$ cat src/rtl/nmi_port_pkg.sv
`timescale 1ns/1ps
// Package: shared bit positions and byte type for the NMI status/control port.
// Assumes: bit positions are fixed by software convention and must not move.
package nmi_port_pkg;
    typedef logic [7:0] port_byte_t;

    localparam int unsigned BIT_T2_GATE  = 0;
    localparam int unsigned BIT_SPK_EN   = 1;
    localparam int unsigned BIT_SERR_MSK = 2;
    localparam int unsigned BIT_IOCK_MSK = 3;
    localparam int unsigned BIT_REF_TOG  = 4;
    localparam int unsigned BIT_T2_LVL   = 5;
    localparam int unsigned BIT_IOCK_STS = 6;
    localparam int unsigned BIT_SERR_STS = 7;

    localparam port_byte_t WR_MASK = 8'h0F;
    localparam int unsigned NUM_SRC = 2;
endpackage

$ cat src/rtl/nmi_src_latch.sv
`timescale 1ns/1ps
// Module: sticky flag for one NMI source.
// Sets on a source event while its mask bit is 0. Clears while the mask holds 1,
// or when the mask is written to 1 this cycle; the clear takes priority.
// Assumes: src_i is synchronous to clk.
module nmi_src_latch (
    input  logic clk,
    input  logic rst_n,
    input  logic src_i,
    input  logic mask_q_i,
    input  logic mask_wr1_i,
    output logic sts_o
);
    logic sts_q;
    logic kill;

    // Clear condition: the stored mask or a mask-set write in progress.
    always_comb kill = mask_q_i | mask_wr1_i;

    // Sticky flag register.
    always_ff @(posedge clk) begin
        if (!rst_n)      sts_q <= 1'b0;
        else if (kill)   sts_q <= 1'b0;
        else if (src_i)  sts_q <= 1'b1;
    end

    assign sts_o = sts_q;

    // a held mask forces the flag clear on the next cycle.
    a_r6_mask_clears: assert property (@(posedge clk) disable iff (!rst_n)
        mask_q_i |=> !sts_o);
    // a mask-set write beats a simultaneous source event.
    a_r7_clear_wins: assert property (@(posedge clk) disable iff (!rst_n)
        (mask_wr1_i && src_i) |=> !sts_o);
    // a set flag stays set while nothing clears it.
    a_r4_sticky: assert property (@(posedge clk) disable iff (!rst_n)
        (sts_o && !mask_q_i && !mask_wr1_i) |=> sts_o);
endmodule

$ cat src/rtl/refresh_toggle.sv
`timescale 1ns/1ps
// Module: free-running refresh indicator.
// Flips its output once every PERIOD clock cycles.
// Assumes: PERIOD >= 2.
module refresh_toggle #(
    parameter int unsigned PERIOD = 3000
) (
    input  logic clk,
    input  logic rst_n,
    output logic tog_o
);
    localparam int unsigned CW = (PERIOD > 1) ? $clog2(PERIOD) : 1;
    localparam logic [CW-1:0] LAST = CW'(PERIOD - 1);

    logic [CW-1:0] cnt_q;
    logic          tog_q;
    logic          wrap;

    // Terminal-count detect.
    always_comb wrap = (cnt_q == LAST);

    // Divider counter and toggle flop.
    always_ff @(posedge clk) begin
        if (!rst_n) begin
            cnt_q <= '0;
            tog_q <= 1'b0;
        end else if (wrap) begin
            cnt_q <= '0;
            tog_q <= ~tog_q;
        end else begin
            cnt_q <= cnt_q + 1'b1;
        end
    end

    assign tog_o = tog_q;

    // the output is steady except on the terminal count.
    a_r9_steady_between: assert property (@(posedge clk) disable iff (!rst_n)
        !wrap |=> $stable(tog_o));
    // the counter never passes its last value.
    a_r9_cnt_bound: assert property (@(posedge clk) disable iff (!rst_n)
        cnt_q <= LAST);
endmodule

$ cat src/rtl/nmi_port_ctrl.sv
`timescale 1ns/1ps
// Module: byte-wide NMI status and control port (top).
// Decodes reads and writes at PORT_ADDR and holds four control bits.
// Latches two NMI sources, builds the read byte and gates the speaker and timer.
// Assumes: io_wr lasts one cycle per write; read data is combinational.
module nmi_port_ctrl #(
    parameter int unsigned ADDR_W         = 16,
    parameter logic [15:0] PORT_ADDR      = 16'h0061,
    parameter int unsigned REFRESH_CYCLES = 3000
) (
    input  logic              clk,
    input  logic              rst_n,
    input  logic [ADDR_W-1:0] io_addr,
    input  logic              io_wr,
    input  logic              io_rd,
    input  logic [7:0]        io_wdata,
    output logic [7:0]        io_rdata,
    input  logic              serr_pulse,
    input  logic              iochk_in,
    input  logic              tmr2_out,
    input  logic              nmi_master_en,
    output logic              tmr2_gate,
    output logic              spkr_out,
    output logic              nmi_req
);
    import nmi_port_pkg::*;

    localparam logic [ADDR_W-1:0] MY_ADDR = ADDR_W'(PORT_ADDR);

    port_byte_t          ctrl_q;
    port_byte_t          rd_val;
    logic                hit;
    logic                ref_tog;
    logic [NUM_SRC-1:0]  src_vec;
    logic [NUM_SRC-1:0]  mask_vec;
    logic [NUM_SRC-1:0]  mask_wr1;
    logic [NUM_SRC-1:0]  sts_vec;

    // Address decode for this port.
    always_comb hit = (io_addr == MY_ADDR);

    // Control byte: only the writable bits load; the upper nibble stays zero.
    always_ff @(posedge clk) begin
        if (!rst_n)            ctrl_q <= '0;
        else if (io_wr && hit) ctrl_q <= (ctrl_q & ~WR_MASK) | (io_wdata & WR_MASK);
    end

    // Per-source wiring: index 0 is system error, index 1 is I/O check.
    always_comb begin
        src_vec  = {iochk_in, serr_pulse};
        mask_vec = {ctrl_q[BIT_IOCK_MSK], ctrl_q[BIT_SERR_MSK]};
        mask_wr1 = {io_wr & hit & io_wdata[BIT_IOCK_MSK],
                    io_wr & hit & io_wdata[BIT_SERR_MSK]};
    end

    // One sticky latch per source.
    for (genvar g = 0; g < NUM_SRC; g++) begin : g_src
        nmi_src_latch u_latch (
            .clk        (clk),
            .rst_n      (rst_n),
            .src_i      (src_vec[g]),
            .mask_q_i   (mask_vec[g]),
            .mask_wr1_i (mask_wr1[g]),
            .sts_o      (sts_vec[g])
        );
    end

    refresh_toggle #(.PERIOD(REFRESH_CYCLES)) u_ref (
        .clk   (clk),
        .rst_n (rst_n),
        .tog_o (ref_tog)
    );

    // Read byte assembly: status in the upper nibble, control bits below.
    always_comb begin
        rd_val               = ctrl_q;
        rd_val[BIT_SERR_STS] = sts_vec[0];
        rd_val[BIT_IOCK_STS] = sts_vec[1];
        rd_val[BIT_T2_LVL]   = tmr2_out;
        rd_val[BIT_REF_TOG]  = ref_tog;
    end

    // Read data gating.
    always_comb io_rdata = (io_rd && hit) ? rd_val : 8'h00;

    // Output gating for timer, speaker and NMI request.
    always_comb begin
        tmr2_gate = ctrl_q[BIT_T2_GATE];
        spkr_out  = ctrl_q[BIT_SPK_EN] & tmr2_out;
        nmi_req   = nmi_master_en & (|sts_vec);
    end

    // a request needs the master enable and a set flag.
    a_r12_req_qualified: assert property (@(posedge clk) disable iff (!rst_n)
        nmi_req |-> (nmi_master_en && (sts_vec != '0)));
    // the speaker is never high while the timer output is low.
    a_r10_spkr_follows: assert property (@(posedge clk) disable iff (!rst_n)
        spkr_out |-> tmr2_out);
    // no read data leaves the block without a read of this port.
    a_r13_quiet_bus: assert property (@(posedge clk) disable iff (!rst_n)
        !(io_rd && hit) |-> (io_rdata == 8'h00));
    // the control bits hold when no write hits the port.
    a_r2_ctrl_hold: assert property (@(posedge clk) disable iff (!rst_n)
        !(io_wr && hit) |=> $stable(ctrl_q));
endmodule

$ cat config.mk
export PLATFORM = sky130hd
export DESIGN_NAME = nmi_port_ctrl
export DESIGN_NICKNAME = d
export VERILOG_FILES = /design/src/rtl/nmi_port_pkg.sv /design/src/rtl/nmi_src_latch.sv /design/src/rtl/refresh_toggle.sv /design/src/rtl/nmi_port_ctrl.sv
export SDC_FILE = /design/constraint.sdc
export NUM_CORES = 1
export LEC_CHECK = 0
export BUFFER_PORTS_ARGS = -buffer_cell sky130_fd_sc_hd__buf_2
export CAP_MARGIN = 20
export CORE_MARGIN = 3
export CORE_UTILIZATION = 40
export DETAILED_ROUTE_END_ITERATION = 6
export PLACE_DENSITY_LB_ADDON = 0.3
export SETUP_SLACK_MARGIN = 0.02
export SLEW_MARGIN = 20
export SYNTH_ARGS = -nofsm -noshare
export SYNTH_HDL_FRONTEND = slang
export SYNTH_SLANG_ARGS = --single-unit
$ cat constraint.sdc
create_clock -name clk -period 2.7 [get_ports clk]
set_clock_uncertainty 0.2 [all_clocks]
set_input_delay 0.27 -clock clk [delete_from_list [all_inputs] [get_ports clk]]
set_output_delay 0.27 -clock clk [all_outputs]
set_load 0.05 [all_outputs]
# Word level (Yosys, flattened, before mapping)
# Cells that the tools add are included.
# word_totals
register_bits	23
elab_cells	25
# classes
addsub	1
n_eq_ne	2
muxes	1
bitwise_logic	10
reduce_logical	6
# ops
operator	n
== test 16 x 7 -> 1 bit (second input constant)	1
adder 12 x 1 -> 12 bit (second input constant)	1
== test 12 bit (second input constant)	1
two-way mux 8 bit	1
bitwise OR 8 x 4 -> 8 bit	1
OR reduction 2 bit	4
bitwise AND 1 bit	5
logical AND 1 bit	2
inverter 1 bit	2
bitwise OR 1 bit	2

# Longest topological paths before layout
# depth
ltp_word	5
ltp_mapped	6
mapped_depth_nobuf	5

# By module
# A second synthesis with hierarchy kept.
# unflattened
hier_cells	109
hier_area_um2	980.9
# by_module_without_submodules
module	n_inst	cells_per_inst	area_each_um2	seq_area_each_um2
refresh_toggle	1	66	584.3	260.2
nmi_port_ctrl	1	37	319.1	80.1
nmi_src_latch	2	3	38.8	20.0

# Least setup slack after synthesis
# Ideal clock, no wire load.
# synth_path
path_type	input -> output
startpoint	in io_addr[9]
endpoint	out io_rdata[2]
t_arrival_ns	1.824
path_slack_ns	0.406
cell_stages	3
cell_sequence	nor4b_1 -> nand4_1 -> nor3_1
# synth_between
elab_chain_cells	3
# synth_lines
item	line	source
start, declared	nmi_port_ctrl.sv:13	input logic [ADDR_W-1:0] io_addr,
== test 16 x 7 -> 1 bit	nmi_port_ctrl.sv:40	always_comb hit = (io_addr == MY_ADDR);
logical AND 1 bit	nmi_port_ctrl.sv:84	always_comb io_rdata = (io_rd && hit) ? rd_val : 8'h00;
two-way mux 8 bit	nmi_port_ctrl.sv:84	
end, declared	nmi_port_ctrl.sv:17	output logic [7:0] io_rdata,
# Every way passes these cells.

# Worst setup path after layout
# layout_path
startpoint	in io_addr[9]
endpoint	out io_rdata[1]
# Same word-level chain as after synthesis.

==> impl_metrics.tcl <==
set metrics [dict create \
    synthTopCellsByArea "dfxtp_1 43%, xnor2_1 7.9%, and2_1 6.3%" \
    clk_pin_slew_worst_paths_ps 110 \
    seqPwrFrac_pct 61.0 \
    cp_data_arrival_time_ps 1610 \
    vias 820 \
    rr_endpoint "u_ref.cnt_q[8]$_SDFF_PP0_" \
    cts.sinks 19 \
    r2r_setup_slack_ps 780 \
    antenna_found_initial 0 \
    ys_seq_area_share_pct 42.7 \
    path_max_fanout 6 \
    dr_wl_met2_um 922 \
    required_ps 2230 \
    slew_violations 0 \
    clock_power_share_pct 29.5 \
    port_buffers 38 \
    synth_xor_area_share_pct 10.8 \
    max_freq_mhz 481 \
    clockRootBuffer "clkbuf_4" \
    die-area_sq_um 2830 \
    netlist.top_cell.by_area "dfxtp_1" \
    io_pins 43 \
    p_total_uw 478 \
    dp_hpwl_mm 1.54 \
    slowest_stage "nor2_1" \
    postRouteAntennaNets 0 \
    fillers 189 \
    cts_max_level 1 \
    outcome "finished, final reports clean" \
    grt_pass1_vias 752 \
    synthSimpleGateAreaFrac_pct 31.9 \
    routed.top_layer "met4" \
    hold-worst-slack_ps 12.2 \
    min-delay-start "io_wdata[0]" \
    crit_family "simple AND/OR/NAND/NOR gates" \
    drc 0 \
    layout.cells.most_common "buf_2" \
    cts_resized 0 \
    wl_met3_um 147 \
    core-area_sq_um 2040 \
    post-route-period-util_pct 76.9 \
    fp-row-count 16 \
    grt_usage_pct 15.0 \
    start_kind "primary input" \
    path_depth 6 \
    fin_crit_ps 2080 \
    start_util_pct 43.6 \
    layout-drive-gt1-share_pct 29.9 \
    pwr-share-comb_pct 9.6 \
    fp.dieH_um 53.2 \
    ys_ff_latch 19 \
    synth_top_family_by_area "simple AND/OR/NAND/NOR gates" \
    grt-ovfl-total 0 \
    drt-wirelength-per-cell_um 10.9 \
    synth_top_area_share_pct 42.7 \
    drt_iter0_markers 1 \
    tns_ps 0 \
    grt_pass1_wl_mm 3.06 \
    cp_cell_sequence "buf_2 -> nor4b_1 -> nand4_1 -> nor2_1 -> and2_1 -> buf_2" \
    yosys_warnings 0 \
    crit_top_cell "buf_2" \
    rsz0062_at_grt "false" \
    synth_fa_ha_area_share_pct 1.40 \
    crit_type "in -> out" \
    r2r_cells 4 \
    powerDensity_nw_per_um2 416 \
    cts_inserted_buffers 3 \
    hold_depth 3 \
    ys_types 24 \
    cp.buffers_inverters 2 \
    muxShareOfSynthArea_pct 4.49 \
    cts_tree "built" \
    netlist_instances 105 \
    ff_latch_area_sq_um 380 \
    ctsLongestPathBuffers 2 \
    wl_met1_um 799 \
    finalSetupViolCount 0 \
    syn_area_per_cell_sq_um 8.48 \
    hp-class "in -> reg" \
    vdd_ir_drop_max_mv 0.270 \
    layout.cells.most_common_list "38 x buf_2, 19 x dfxtp_1, 15 x nor2_1" \
    die-width_um 53.2 \
    max_slew_margin_pct 73.1 \
    endpoint_kind "primary output" \
    syn_to_final_growth_pct 28.8 \
    syn_area_sq_um 891 \
    hold_viol 0 \
    p_leak_nw 0.495 \
    synth_compound_area_share_pct 3.65 \
    r2r-start "u_ref.cnt_q[3]$_SDFF_PP0_" \
    syn_nets 138 \
    dr.pass1.iters 4 \
    drv_cap 0 \
    layout.nets 181 \
    min_to "ctrl_q[0]$_SDFFE_PN0N_" \
    worst_slew_pin_slew_ps 403 \
    swShare_pct 23.5 \
    wl_mm 1.90 \
    fin_util_pct 56.2 \
    clk_latency_ps 300 \
    multi_input_area_sq_um 465 \
    p_switching_uw 112 \
    grt_max_degree 14 \
    crit_path_max_incr_delay_ps 300 \
    antenna_cells 0 \
    p_int_uw 365 \
    gp_congestion 0.775 \
    vias_per_cell 4.71 \
]
[flip-flops by register name (all words and copies together), names as in the netlist]
signal / count
u_ref.cnt_q: 12
g_src.u_latch.sts_o: 2
ctrl_q: 4
u_ref.tog_o: 1
[power by group through the flow]
| stage | clock (mW) | combinational [mW] | sequential (mW) |
|---|---|---|---|
| after floorplan | 0 | 0.0219 | 0.297 |
| after global placement | 0 | 0.0421 | 0.297 |
| after detailed placement | 0 | 0.0436 | 0.298 |
| after CTS | 0.149 | 0.0461 | 0.291 |
| after global routing | 0.157 | 0.0510 | 0.292 |
| final | 0.141 | 0.0457 | 0.291 |
[worst register-to-register path: stages (launching register included)]
cell	delay, ps
dfxtp_1	360
or4b_1	540
nor4_2	200
nand2b_1	400
nor2_1	100
[per-layer routing]
layer / GRT usage (%) / vias to the layer above
li1: - / 432
met1: 14.7 / 356
met2: 27.5 / 25
met3: 5.63 / 7
met4: 6.81 / 0
met5: 0 / -
[cell type report]
cell class,count,share of cell area [%]
sequential,19,33.2
tap,27,2.94
multi-input combinational,76,40.6
clock inverter,1,0.436
timing repair buffer,40,18.3
inverter,8,2.62
clock buffer,3,1.96
[cells in the mapped netlist]
| master | instances |
|---|---|
| a21oi_1 | 2 |
| and2_1 | 9 |
| buf_6 | 1 |
| clkbuf_1 | 1 |
| dfxtp_1 | 19 |
| ha_1 | 1 |
| inv_1 | 8 |
| mux2i_1 | 4 |
| nand2_1 | 11 |
| nand2b_1 | 1 |
| nand3_1 | 4 |
| nand4_1 | 2 |
| nor2_1 | 15 |
| nor2_2 | 1 |
| nor3_1 | 5 |
| nor4_1 | 3 |
| nor4_2 | 1 |
| nor4b_1 | 1 |
| nor4bb_1 | 1 |
| o211ai_1 | 2 |
| o21a_1 | 1 |
| or4b_1 | 1 |
| xnor2_1 | 8 |
| xor2_1 | 3 |
[stage by stage]
step                      instance area (sq um)  std cells  setup WS [ps]
after floorplan                             891        105            406
after global placement                     1100        168            655
after detailed placement                   1100        168            624
after CTS                                  1150        174            625
after global routing                       1150        174            467
final                                      1150        174            622
[timing repair]
item                      4_1_cts  5_1_grt
buffers inserted                0        0
hold endpoints to repair        2        0
hold buffers                    2        0
[how the worst max path moves through the flow]
stage | from | end | slack (ps)
6_report | io_addr[9] | io_rdata[1] | 620
2_1_floorplan | io_addr[9] | io_rdata[2] | 410
3_5_place_dp | io_addr[9] | io_rdata[1] | 620
3_3_place_gp | io_addr[10] | io_rdata[4] | 660
5_1_grt | io_addr[2] | io_rdata[7] | 470
4_1_cts | io_addr[9] | io_rdata[1] | 630
[cell families after synthesis]
kind of cell               Yosys count
AOI/OAI and AO/OA                    5
xor gates and xnor gates            11
adders and majority gates            1
buffers and inverters               10
DFF                                 19
muxes                                4
and+or+nand+nor                     55
(Power assumes the default switching activity.)
